### src/rtl/ea_pkg.sv
// Package: shared encodings for the effective address unit.
// Assumes the 32-bit instruction layout fixed by the block's requirements.
package ea_pkg;
    localparam int INSTR_W = 32;
    localparam int FIELD_W = 20;
    localparam int REG_AW  = 3;
    localparam int NREG    = 1 << REG_AW;

    // Decoded view of one memory-reference instruction (bit 31 first).
    typedef struct packed {
        logic [3:0]         op_hi;
        logic               is_store;
        logic               indirect;
        logic [REG_AW-1:0]  data_reg;
        logic [REG_AW-1:0]  index_reg;
        logic [FIELD_W-1:0] afield;
    } instr_t;

    // Controller states.
    typedef enum logic [2:0] {
        S_IDLE = 3'd0,
        S_CALC = 3'd1,
        S_PTR  = 3'd2,
        S_ACC  = 3'd3,
        S_DONE = 3'd4
    } state_t;
endpackage

### src/rtl/ea_regfile.sv
// Module: ea_regfile
// Register file with two combinational read ports and one write port.
// Entry zero has no storage: it reads as zero and ignores writes.
// Assumes NREG is a power of two matching the address width.
module ea_regfile #(
    parameter int DATA_W = 32,
    parameter int NREG   = 8,
    localparam int AW    = $clog2(NREG)
) (
    input  logic              clk,
    input  logic              rst_n,
    input  logic [AW-1:0]     ra_addr,
    output logic [DATA_W-1:0] ra_data,
    input  logic [AW-1:0]     rb_addr,
    output logic [DATA_W-1:0] rb_data,
    input  logic              we,
    input  logic [AW-1:0]     waddr,
    input  logic [DATA_W-1:0] wdata
);
    logic [DATA_W-1:0] store_q [1:NREG-1];

    // Storage for entries 1..NREG-1, cleared on reset.
    always_ff @(posedge clk) begin
        if (!rst_n) begin
            for (int i = 1; i < NREG; i++) store_q[i] <= '0;
        end else if (we && waddr != '0) begin
            store_q[waddr] <= wdata;
        end
    end

    // Read ports; entry zero forced to zero.
    always_comb begin
        ra_data = (ra_addr == '0) ? '0 : store_q[ra_addr];
        rb_data = (rb_addr == '0) ? '0 : store_q[rb_addr];
    end
endmodule

### src/rtl/ea_addr_calc.sv
// Module: ea_addr_calc
// Adds the zero-extended address field to the index value and keeps
// the low ADDR_W bits. Assumes FIELD_W <= DATA_W and ADDR_W <= DATA_W.
module ea_addr_calc #(
    parameter int DATA_W  = 32,
    parameter int ADDR_W  = 16,
    parameter int FIELD_W = 20
) (
    input  logic [FIELD_W-1:0] afield,
    input  logic [DATA_W-1:0]  index_val,
    output logic [ADDR_W-1:0]  first_addr
);
    logic [DATA_W-1:0] sum;

    // Full-width sum, then truncation to the memory address width.
    always_comb begin
        sum        = DATA_W'(afield) + index_val;
        first_addr = sum[ADDR_W-1:0];
    end
endmodule

### src/rtl/ea_ctrl.sv
// Module: ea_ctrl
// Sequencer: IDLE -> CALC -> (PTR if indirect) -> ACC -> DONE -> IDLE.
// Latches the instruction at start and ignores start while busy.
// Each memory step waits for mem_ready. Assumes the register file read
// ports are combinational.
module ea_ctrl
    import ea_pkg::*;
#(
    parameter int DATA_W = 32,
    parameter int ADDR_W = 16
) (
    input  logic               clk,
    input  logic               rst_n,
    input  logic               start,
    input  logic [INSTR_W-1:0] instr,
    input  logic [ADDR_W-1:0]  first_addr,
    input  logic [DATA_W-1:0]  src_val,
    output instr_t             instr_q,
    output logic               mem_req,
    output logic               mem_we,
    output logic [ADDR_W-1:0]  mem_addr,
    output logic [DATA_W-1:0]  mem_wdata,
    input  logic [DATA_W-1:0]  mem_rdata,
    input  logic               mem_ready,
    output logic               rf_we,
    output logic [REG_AW-1:0]  rf_waddr,
    output logic [DATA_W-1:0]  rf_wdata,
    output logic [ADDR_W-1:0]  ea_out,
    output logic [DATA_W-1:0]  load_data,
    output logic               done
);
    state_t            state;
    logic [ADDR_W-1:0] addr_q;
    logic [DATA_W-1:0] load_q;

    // State, address and load-data registers.
    always_ff @(posedge clk) begin
        if (!rst_n) begin
            state   <= S_IDLE;
            instr_q <= '0;
            addr_q  <= '0;
            load_q  <= '0;
        end else begin
            unique case (state)
                S_IDLE: if (start) begin
                    instr_q <= instr_t'(instr);
                    state   <= S_CALC;
                end
                S_CALC: begin
                    addr_q <= first_addr;
                    state  <= instr_q.indirect ? S_PTR : S_ACC;
                end
                S_PTR: if (mem_ready) begin
                    addr_q <= mem_rdata[ADDR_W-1:0];
                    state  <= S_ACC;
                end
                S_ACC: if (mem_ready) begin
                    if (!instr_q.is_store) load_q <= mem_rdata;
                    state <= S_DONE;
                end
                S_DONE: state <= S_IDLE;
                default: state <= S_IDLE;
            endcase
        end
    end

    // Memory port, register write-back and status outputs.
    always_comb begin
        mem_req   = (state == S_PTR) || (state == S_ACC);
        mem_we    = (state == S_ACC) && instr_q.is_store;
        mem_addr  = addr_q;
        mem_wdata = src_val;
        rf_we     = (state == S_ACC) && mem_ready && !instr_q.is_store;
        rf_waddr  = instr_q.data_reg;
        rf_wdata  = mem_rdata;
        ea_out    = addr_q;
        load_data = load_q;
        done      = (state == S_DONE);
    end


    req_hold_chk: assert property (@(posedge clk) disable iff (!rst_n)
        (mem_req && !mem_ready) |=> (mem_req && $stable(mem_addr) && $stable(mem_we)));


    ptr_follow_chk: assert property (@(posedge clk) disable iff (!rst_n)
        (state == S_PTR && mem_ready) |=> (mem_addr == $past(mem_rdata[ADDR_W-1:0]) && state == S_ACC));


    direct_path_chk: assert property (@(posedge clk) disable iff (!rst_n)
        (state == S_CALC && !instr_q.indirect) |=> (state == S_ACC && mem_addr == $past(first_addr)));


    done_pulse_chk: assert property (@(posedge clk) disable iff (!rst_n)
        done |=> !done);


    done_quiet_chk: assert property (@(posedge clk) disable iff (!rst_n)
        done |-> !mem_req);


    busy_freeze_chk: assert property (@(posedge clk) disable iff (!rst_n)
        (state != S_IDLE) |=> $stable(instr_q));
endmodule

### src/rtl/ea_unit.sv
// Module: ea_unit (top)
// Effective address generation with pre-indexed indirect support.
// Instantiates the register file, the address adder and the sequencer.
// Assumes a single synchronous memory port with a ready handshake.
module ea_unit
    import ea_pkg::*;
#(
    parameter int DATA_W = 32,
    parameter int ADDR_W = 16
) (
    input  logic               clk,
    input  logic               rst_n,
    input  logic               start,
    input  logic [INSTR_W-1:0] instr,
    output logic               mem_req,
    output logic               mem_we,
    output logic [ADDR_W-1:0]  mem_addr,
    output logic [DATA_W-1:0]  mem_wdata,
    input  logic [DATA_W-1:0]  mem_rdata,
    input  logic               mem_ready,
    output logic [ADDR_W-1:0]  ea_out,
    output logic [DATA_W-1:0]  load_data,
    output logic               done
);
    instr_t            instr_q;
    logic [DATA_W-1:0] idx_val;
    logic [DATA_W-1:0] src_val;
    logic [ADDR_W-1:0] first_addr;
    logic              rf_we;
    logic [REG_AW-1:0] rf_waddr;
    logic [DATA_W-1:0] rf_wdata;

    ea_regfile #(.DATA_W(DATA_W), .NREG(NREG)) u_rf (
        .clk     (clk),
        .rst_n   (rst_n),
        .ra_addr (instr_q.index_reg),
        .ra_data (idx_val),
        .rb_addr (instr_q.data_reg),
        .rb_data (src_val),
        .we      (rf_we),
        .waddr   (rf_waddr),
        .wdata   (rf_wdata)
    );

    ea_addr_calc #(.DATA_W(DATA_W), .ADDR_W(ADDR_W), .FIELD_W(FIELD_W)) u_calc (
        .afield     (instr_q.afield),
        .index_val  (idx_val),
        .first_addr (first_addr)
    );

    ea_ctrl #(.DATA_W(DATA_W), .ADDR_W(ADDR_W)) u_ctrl (
        .clk        (clk),
        .rst_n      (rst_n),
        .start      (start),
        .instr      (instr),
        .first_addr (first_addr),
        .src_val    (src_val),
        .instr_q    (instr_q),
        .mem_req    (mem_req),
        .mem_we     (mem_we),
        .mem_addr   (mem_addr),
        .mem_wdata  (mem_wdata),
        .mem_rdata  (mem_rdata),
        .mem_ready  (mem_ready),
        .rf_we      (rf_we),
        .rf_waddr   (rf_waddr),
        .rf_wdata   (rf_wdata),
        .ea_out     (ea_out),
        .load_data  (load_data),
        .done       (done)
    );


    r0_reads_zero_chk: assert property (@(posedge clk) disable iff (!rst_n)
        (instr_q.index_reg == '0) |-> (idx_val == '0));


    load_writeback_chk: assert property (@(posedge clk) disable iff (!rst_n)
        (rf_we && rf_waddr != '0) |=> (src_val == $past(rf_wdata)));
endmodule

### config.mk
export PLATFORM = sky130hd
export DESIGN_NAME = ea_unit
export DESIGN_NICKNAME = d
export VERILOG_FILES = /design/src/rtl/ea_pkg.sv /design/src/rtl/ea_regfile.sv /design/src/rtl/ea_addr_calc.sv /design/src/rtl/ea_ctrl.sv /design/src/rtl/ea_unit.sv
export SDC_FILE = /design/constraint.sdc
export NUM_CORES = 1
export LEC_CHECK = 0
export ABC_AREA = 0
export BUFFER_PORTS_ARGS = -buffer_cell sky130_fd_sc_hd__buf_2
export CORE_MARGIN = 1
export CORE_UTILIZATION = 56
export DETAILED_ROUTE_END_ITERATION = 6
export GPL_TIMING_DRIVEN = 1
export HOLD_SLACK_MARGIN = 0.05
export PLACE_DENSITY = 0.78
export REMOVE_ABC_BUFFERS = 1
export SETUP_SLACK_MARGIN = 0.05
export SYNTH_ARGS = -nofsm -noshare
export SYNTH_HDL_FRONTEND = slang
export SYNTH_HIERARCHICAL = 1
export SYNTH_SLANG_ARGS = --single-unit
### constraint.sdc
create_clock -name clk -period 12.4 [get_ports clk]
set_clock_uncertainty 0.1 [all_clocks]
set_input_delay 0 -clock clk [delete_from_list [all_inputs] [get_ports clk]]
set_output_delay 0 -clock clk [all_outputs]
set_load 0.02 [all_outputs]
== Word level (Yosys, flattened, before mapping) ==
Memories as Yosys holds them, arrays and structs flattened. A register that Yosys moved wholly into a read port is not among the register bits.
Cells that the tools add are included.
Operators by class
  add/sub/neg operators: 1
  eq/ne operators: 7
  muxes and demuxes: 20
  bitwise logic cells: 1
  reduce and logical (&&, ||, !) cells: 16
Operator list (count)
  two-way mux 32 bit: 2
  two-way mux 16 bit: 2
  case mux 16 bit (2 select lines): 1
  OR reduction 32 bit: 1
  two-way mux 3 bit: 8
  adder 16 bit: 1
  case mux 3 bit (4 select lines): 1
  zero test 3 bit: 3
  == test 3 x 2 -> 1 bit (second input constant): 2
  two-way mux 1 bit: 6
  inequality test 2 bit (second input constant): 3
  AND reduction 3 bit: 2
  logical AND 1 bit: 4
  AND reduction 2 bit: 2
  == test 3 x 1 -> 1 bit (second input constant): 1
  == test 3 bit (second input constant): 1
  nonzero test 3 bit: 1
  nonzero test 2 bit: 1
  zero test 1 bit: 1
  logical OR 1 bit: 1
  NOT 1 bit: 1
Word-level totals
  register bits: 75
  RAM bits: 224
  word-level logic and storage cells: 54
  memories kept: 1
Memories
  u_rf.store_q: depth 7, bits a word 32, rd ports 2, clocked after memory_dff 2, write ports 7, RTL line ea_regfile.sv:20  | logic [DATA_W-1:0] store_q [1:NREG-1];

== Longest topological paths before layout ==
Gate-level depths: netlist of run 1.
  depth in word-level cells: 9
  depth in mapped cells: 14

== Cells and area by module ==
Netlist of run 1, hierarchy kept.
Modules (own cells, without submodules)
  ea_regfile: instances 1, cells each 881, area each 11882.6 um^2
  ea_ctrl: instances 1, cells each 441, area each 3995.1 um^2
  ea_addr_calc: instances 1, cells each 101, area each 745.7 um^2

== Worst setup path after synthesis of run 1 ==
No wires, ideal clock.
  path type: reg2reg
  start point: register u_ctrl.state[1]
  end point: memory u_rf.store_q[4][0], enable pin
  library setup time: 0.466 ns
  arrival: 3.573 ns
  data required time: 11.834 ns
  slack: 8.261 ns
  stages on the path, launching flop included: 7
  path buffers: 2
  path through: dfxtp_1 -> buf_4 -> nand3_1 -> nor3_4 -> buf_6 -> nand3b_1 -> o21ai_0
RTL lines
  from (decl): RTL line ea_ctrl.sv:32  | state_t state;
  from (signal assigned): RTL line ea_ctrl.sv:51  | state <= instr_q.indirect ? S_PTR : S_ACC;
  to (decl): RTL line ea_regfile.sv:20

== Worst setup path after layout of run 1 ==
  start point: register u_ctrl/instr_q[20] (netlist name)
  end point: register u_ctrl.addr_q[13] (netlist: u_ctrl/ea_out[13])
Between the ends
  word-level cells in the longest chain between the ends: 4
Ends and longest elaborated chain
  zero test 3 bit: RTL line ea_regfile.sv:33  | ra_data = (ra_addr == '0) ? '0 : store_q[ra_addr];
  two-way mux 16 bit: RTL line ea_regfile.sv:33
  net idx_val[3]: RTL line ea_unit.sv:26  | logic [DATA_W-1:0] idx_val;
  adder 16 bit: RTL line ea_addr_calc.sv:17  | sum = DATA_W'(afield) + index_val;
  net first_addr[13]: RTL line ea_unit.sv:28  | logic [ADDR_W-1:0] first_addr;
  case mux 16 bit (2 select lines): RTL line ea_ctrl.sv:44  | unique case (state)
  to (signal assigned): RTL line ea_ctrl.sv:50  | addr_q <= first_addr;
  to (signal assigned): RTL line ea_ctrl.sv:54  | addr_q <= mem_rdata[ADDR_W-1:0];
  to (decl): RTL line ea_ctrl.sv:33  | logic [ADDR_W-1:0] addr_q;
The timed path passes the listed nets, and every way through them passes these cells.
A chain may end at the register's enable or synchronous reset.

==> results of run 1 <==
power breakdown:
part | total [W] | internal (W) | switching, W
clock | 0.000886 | 0.000508 | 0.000378
combinational | 0.000392 | 0.000158 | 0.000234
sequential | 0.00115 | 0.00112 | 0.0000351
cell usage in the layout (no fill, tap or decap), types with 4 or more instances in the layout:
| master | instances |
|---|---|
| a21oi_1 | 18 |
| a21boi_1 | 24 |
| mux2_2 | 48 |
| o221a_1 | 16 |
| clkinv_1 | 4 |
| mux2i_1 | 125 |
| nand2_1 | 122 |
| xnor2_1 | 10 |
| buf_4 | 19 |
| o21ai_0 | 6 |
| clkbuf_16 | 31 |
| dlygate4sd3_1 | 119 |
| xor2_1 | 5 |
| and2_1 | 226 |
| a311oi_1 | 5 |
| nand3_1 | 7 |
| a221oi_1 | 92 |
| o32a_1 | 16 |
| clkbuf_8 | 5 |
| nor2b_1 | 6 |
| edfxtp_1 | 224 |
| a211oi_1 | 4 |
| nor2_1 | 7 |
| o21ai_4 | 6 |
| ha_1 | 15 |
| buf_2 | 157 |
| dfxtp_1 | 72 |
| nor2_4 | 5 |
| nand2b_1 | 7 |
| clkbuf_1 | 7 |
sequential cells by signal (all words and copies together), names as in the netlist:
register          count
u_rf/store_q        224
u_ctrl/load_data     32
u_ctrl/instr_q       21
u_ctrl/ea_out        16
u_ctrl/rf_waddr       3
u_ctrl/state          3
final cells by class:
type / count / area, um^2
multi-input cells: 810 / 6180
clock inverters: 13 / 100
flip-flops and latches: 299 / 8230
repair buffers: 295 / 2120
well taps: 372 / 465
inverters: 4 / 15.0
fillers: 1946 / 9120
clock buffers: 43 / 871
metal layers:
layer	wire length (um)	global-route usage, %	vias up
li1	-	-	4961
met1	16300	36.4	5324
met2	20100	48.3	542
met3	3120	3.97	112
met4	1430	12.2	0
met5	0	0	-
worst max-delay path, cell delays in order, from the launching register on:
cell      delay (ns)
dfxtp_2         0.31
buf_4           0.65
and2b_1         0.77
a221oi_1        0.20
a221oi_1        0.54
ha_1            0.42
nand2_1         0.12
a21oi_1         0.06
o21ai_0         0.40
o21ai_0         0.23
mux2i_1         0.17
o32a_1          0.17
o221a_1         0.23
path summary, 6_finish.rpt:
kind / from / end / slack (ns) / cells past startpoint
min: mem_rdata[26] / u_ctrl/load_data[26] / 0.22 / 4
max reg2reg: u_ctrl/instr_q[20] / u_ctrl/ea_out[13] / 7.88 / 12
max: u_ctrl/instr_q[20] / u_ctrl/ea_out[13] / 7.88 / 12
min reg2reg: u_ctrl/load_data[12] / u_ctrl/load_data[12] / 0.35 / 2
through the flow:
stage | hold slack, ns | utilization [%] | instance area (um^2) | cells | setup WS (ns)
floorplan | 0.0348 | - | 14300 | 1113 | 6.14
global placement | 0.145 | 58.4 | 15800 | 1661 | 8.08
detailed placement | 0.147 | 58.4 | 15800 | 1661 | 7.99
CTS | 0.205 | 66.4 | 18000 | 1836 | 7.98
global route | 0.225 | 66.4 | 18000 | 1836 | 7.72
finish | 0.220 | 66.4 | 18000 | 1836 | 7.88
timing repair:
action,4_1_cts,5_1_grt
setup buffers,0,0
hold endpoints to repair,299,0
hold buffers,119,0
==> metrics.csv, run 1 <==
stage;metric;value;unit
setup_path;Startpoint Class;flop;
drt;via count;10900;
clock_network;TritonCTS clock tree;done;
grt;vias in the first global route;11000;
power;static leakage;6.79;nW
sta;Slew headroom;26.4;%
clock_network;Clock Sinks;299;
sta;max-slew violations;0;
power;Design Power;0.00243;W
logic_synthesis;post-synthesis cell count;1302;
sta;unrepaired setup endpoints after global routing;false;
sta;fmax;0.221;GHz
setup_path;Req. time, crit path;12.74;ns
grt;first-pass GRT wire length;60.9;mm
clock_network;Max clock buf depth;3;
clock_network;# resized after CTS;0;
setup_path;Setup crit end kind;flop;
clock_network;Root Buffer Master;clkbuf_16;
logic_synthesis;cell area after synthesis;0.0155;mm^2
drt;Post-Route WL;41.0;mm
setup_path;Crit Path Category;reg2reg;
sta;period utilisation layout;36.4;%
sta;Final Hold Fails;0;
hold_path;hold crit path type;in2reg;
die;Initial Utilization;57.3;%
grt;initial antenna violation count;0;
logic_synthesis;syn_area_per_cell;11.9;um^2
power;power per cell area;135;mW/mm^2
drt;drt pass-1 iters;5;
placement;Port Buffers;158;
clock_network;total CTS buffers;30;
setup_path;crit-path max FO;50;
grt;largest net degree at the start of global routing;68;
sta;post-layout min period;4.52;ns
sta;worst slew pin tran;1.10;ns
drt;First DRT Iteration DRCs;898;
grt;GRT Total Usage;28.4;%
logic_synthesis;synth warn;6;
die;chip height;169;um
clock_network;H-tree depth;1;
finish;Area Growth Syn to Fin;15.8;%
job;max_cap viols;0;
power;maximum VDD drop;0.0000810;V
clock_network;Skew-Pair Late Insertion Delay;0.55;ns
finish;# diodes;0;
finish;nets;1524;
grt;Congestion Overflow GR;0;
die;num ports;167;
placement;Final HPWL DP;22.0;mm
clock_network;clock slew at reported path FFs;0.06;ns
sta;setup TNS;0;ns
finish;share of layout cells above drive strength 1;20.4;%
drt;Via-to-Cell Ratio;5.96;
sta;Final setup viols;0;
die;Cell Rows;60;
drt;wire per inst;22.3;um
die;die footprint;0.0284;mm^2
outcome;outcome;finished, final reports clean;
drt;DRC violations left;0;
setup_path;Crit path arrival time;4.85;ns
drt;Antenna Violating Nets Remaining;0;
placement;routability cong.;0.885;
die;Die W;169;um
die;core area;0.0271;mm^2
Power figures use the tool's default switching activity.
==> inputs of run 2 (changes only) <==
Settings changed: CORE_UTILIZATION 56 to 54, PLACE_DENSITY 0.78 to 0.79.
Clock period 12.4 ns to 3.86 ns, I/O delays scaled along.
==> run 2 against run 1 <==
Compared with the run above:
- core utilization decreased by 1.1 points
- die area increased by 3.7%
- clock-buffer cell count increased by 6
- worst hold slack got worse by 0.013 ns
- sequential power increased to 3.2 times the previous value
- sequential cell count unchanged
- first-iteration DRC count increased by 17%
- non-clock buffer count increased by 32
- via count increased by 0.64%
- critical path type unchanged
- final cell count increased by 2.1%
==> metrics.csv, run 2 (same netlist as run 1, synthesis figures left out) <==
stage;metric;value;unit;change
grt;largest net degree at the start of global routing;73;;+7.4%
placement;Port Buffers;158;;unchanged
sta;Final setup viols;0;;unchanged
sta;Final Hold Fails;0;;unchanged
clock_network;Clock Sinks;299;;unchanged
drt;First DRT Iteration DRCs;1048;;+17%
hold_path;Hold Crit Start;mem_rdata[30];;
sta;WHS;0.207;ns;-0.0135 ns
setup_path;R2R cell count;12;;unchanged
setup_path;Req. time, crit path;4.21;ns;-8.53 ns
setup_path;Crit path arrival time;3.97;ns;-0.88 ns
power;power per cell area;436;mW/mm^2;+220%
setup_path;crit-path max FO;6;;-88%
power;Design Power;0.00797;W;+230%
sta;post-layout min period;3.62;ns;-0.894 ns
hold_path;Hold Path Depth;4;;unchanged
clock_network;TritonCTS clock tree;done;;
setup_path;setup slack, reg-to-reg;0.24;ns;-7.65 ns
placement;Placement Cell Area;0.0161;mm^2;+1.6%
hold_path;hold crit path type;in2reg;;
grt;first-pass GRT wire length;61.7;mm;+1.3%
setup_path;Crit Path Category;reg2reg;;
hold_path;worst hold path endpoint;u_ctrl/load_data[30];;
grt;grt peak-use layer;met2;;
clock_network;Skew-Pair Late Insertion Delay;0.56;ns;about the same
outcome;outcome;finished, final reports clean;;
die;Die W;172;um;+1.8%
die;num ports;167;;unchanged
clock_network;# resized after CTS;0;;unchanged
job;max_cap viols;0;;unchanged
power;static leakage;7.02;nW;+3.4%
die;core area;0.0280;mm^2;+3.4%
setup_path;r2r endpoint;u_ctrl/ea_out[10];;
setup_path;CP delay by family, top;compound AO/OA/AOI/OAI gates;;
drt;Antenna Violating Nets Remaining;0;;unchanged
finish;commonest non-fill, non-tap cell in the layout;and2_1;;
grt;vias in the first global route;10800;;-1.4%
clock_network;H-tree depth;1;;unchanged
setup_path;Critical-path top delay cell;fa_1;;
drt;drt pass-1 iters;6;;+1
drt;via count;11000;;+0.64%
setup_path;Setup crit end kind;flop;;
finish;Reg with most FFs;u_rf/store_q;;
finish;Non-Filler Cell Area, Final;0.0183;mm^2;+1.7%
clock_network;total CTS buffers;30;;unchanged
grt;GRT Total Usage;27.7;%;-0.73 points
setup_path;Startpoint Class;flop;;
finish;max FFs per register;224;;unchanged
drt;Post-Route WL;41.2;mm;+0.60%
setup_path;worst r2r src;u_ctrl/instr_q[20];;
setup_path;slowest cell delay on critical path;0.49;ns;-0.28 ns
setup_path;crit-path cells;buf_4, mux2_2, a221oi_1, a221oi_1, fa_1, a21o_4, a311oi_2, o21ai_1, a311oi_1, nor3_1, o32a_1, o221a_1;;
sta;max-slew violations;0;;unchanged
drt;wire per inst;22.0;um;-1.4%
drt;DRC violations left;0;;unchanged
setup_path;CP bufs+invs;1;;unchanged
placement;Final HPWL DP;24.5;mm;+11%
clock_network;Max clock buf depth;3;;unchanged
finish;# diodes;0;;unchanged
finish;Area Growth Syn to Fin;17.8;%;
sta;Slew headroom;27.5;%;+1.1 points
sta;fmax;0.276;GHz;+25%
grt;GR Layer Usage met3;3.13;%;-0.85 points
die;Initial Utilization;55.4;%;-1.9 points
clock_network;Root Buffer Master;clkbuf_16;;
die;die footprint;0.0294;mm^2;+3.7%
grt;met2 track demand over resource;48.3;%;about the same
finish;nets;1556;;+2.1%
finish;commonest non-fill, non-tap cells in the layout;and2_1, edfxtp_1, buf_2;;
die;chip height;172;um;+1.8%
power;maximum VDD drop;0.000338;V;+320%
finish;share of layout cells above drive strength 1;22.0;%;+1.6 points
clock_network;clock slew at reported path FFs;0.06;ns;about the same
sta;period utilisation layout;93.8;%;+57 points
finish;filler cell count;2060;;+5.9%
die;Cell Rows;61;;+1.7%
drt;Via-to-Cell Ratio;5.87;;-1.4%
grt;Congestion Overflow GR;0;;unchanged
grt;met1 Use GR;35.6;%;-0.82 points
sta;worst slew pin tran;1.09;ns;-0.0116 ns
grt;initial antenna violation count;0;;unchanged
setup_path;Top cell by count, worst path;a221oi_1;;
sta;unrepaired setup endpoints after global routing;false;;
placement;routability cong.;0.845;;-4.6%
==> run 2: report_power, final <==
part | switching, W | total [W] | internal, W
clock | 0.00121 | 0.00299 | 0.00177
sequential | 0.000116 | 0.00370 | 0.00359
combinational | 0.000756 | 0.00129 | 0.000529
==> run 2: repair_timing <==
item,4_1_cts,5_1_grt
setup buffers,0,0
setup endpoints to repair,0,0
endpoints found under the hold margin,299,0
hold buffers,118,0
==> run 2: through the flow <==
| step | setup slack (ns) | TNS [ns] | util [%] | std cells |
|---|---|---|---|---|
| floorplan | -2.40 | -560.80 | - | 1113 |
| finish | 0.239 | 0 | 65.3 | 1874 |
| global route | 0.0771 | 0 | 65.3 | 1874 |
| CTS | 0.263 | 0 | 65.3 | 1874 |
| global placement | 0.317 | 0 | 57.4 | 1700 |
| detailed placement | 0.284 | 0 | 57.4 | 1700 |
==> run 2: final cells by class <==
cell class	count	area, um^2	area share, %
clock buffer	49	968	5.30
clock inverter	7	58.8	0.322
inverter	4	15.0	0.0821
multi-input combinational	810	6130	33.5
sequential	299	8230	45.0
tap	378	473	2.59
timing repair buffer	327	2410	13.2
==> run 2: metal layers <==
| layer | share of wire (%) | wire length, um |
|---|---|---|
| met2 | 51 | 20800 |
| met1 | 40 | 16500 |
| met4 | 2.8 | 1170 |
| met3 | 6.7 | 2760 |
| met5 | 0 | 0 |
==> run 2: worst max path at each step <==
| stage | startpoint | end | slack (ns) | cells past startpoint |
|---|---|---|---|---|
| after global placement | u_ctrl/instr_q[20] | u_ctrl/ea_out[10] | 0.32 | 12 |
| after global routing | u_ctrl/instr_q[20] | u_ctrl/ea_out[10] | 0.08 | 12 |
| after CTS | u_ctrl/instr_q[20] | u_ctrl/ea_out[10] | 0.26 | 12 |
| final | u_ctrl/instr_q[20] | u_ctrl/ea_out[10] | 0.24 | 12 |
| after floorplan | u_ctrl/rf_waddr[1] | u_rf/store_q[6][0] | -2.40 | 2 |
| after detailed placement | u_ctrl/instr_q[20] | u_ctrl/ea_out[10] | 0.28 | 12 |
==> run 2: tightest hold or removal path, stage by stage <==
cell	delay [ns]
dlygate4sd3_1	0.53
buf_2	0.16
nand2_1	0.06
mux2i_1	0.05
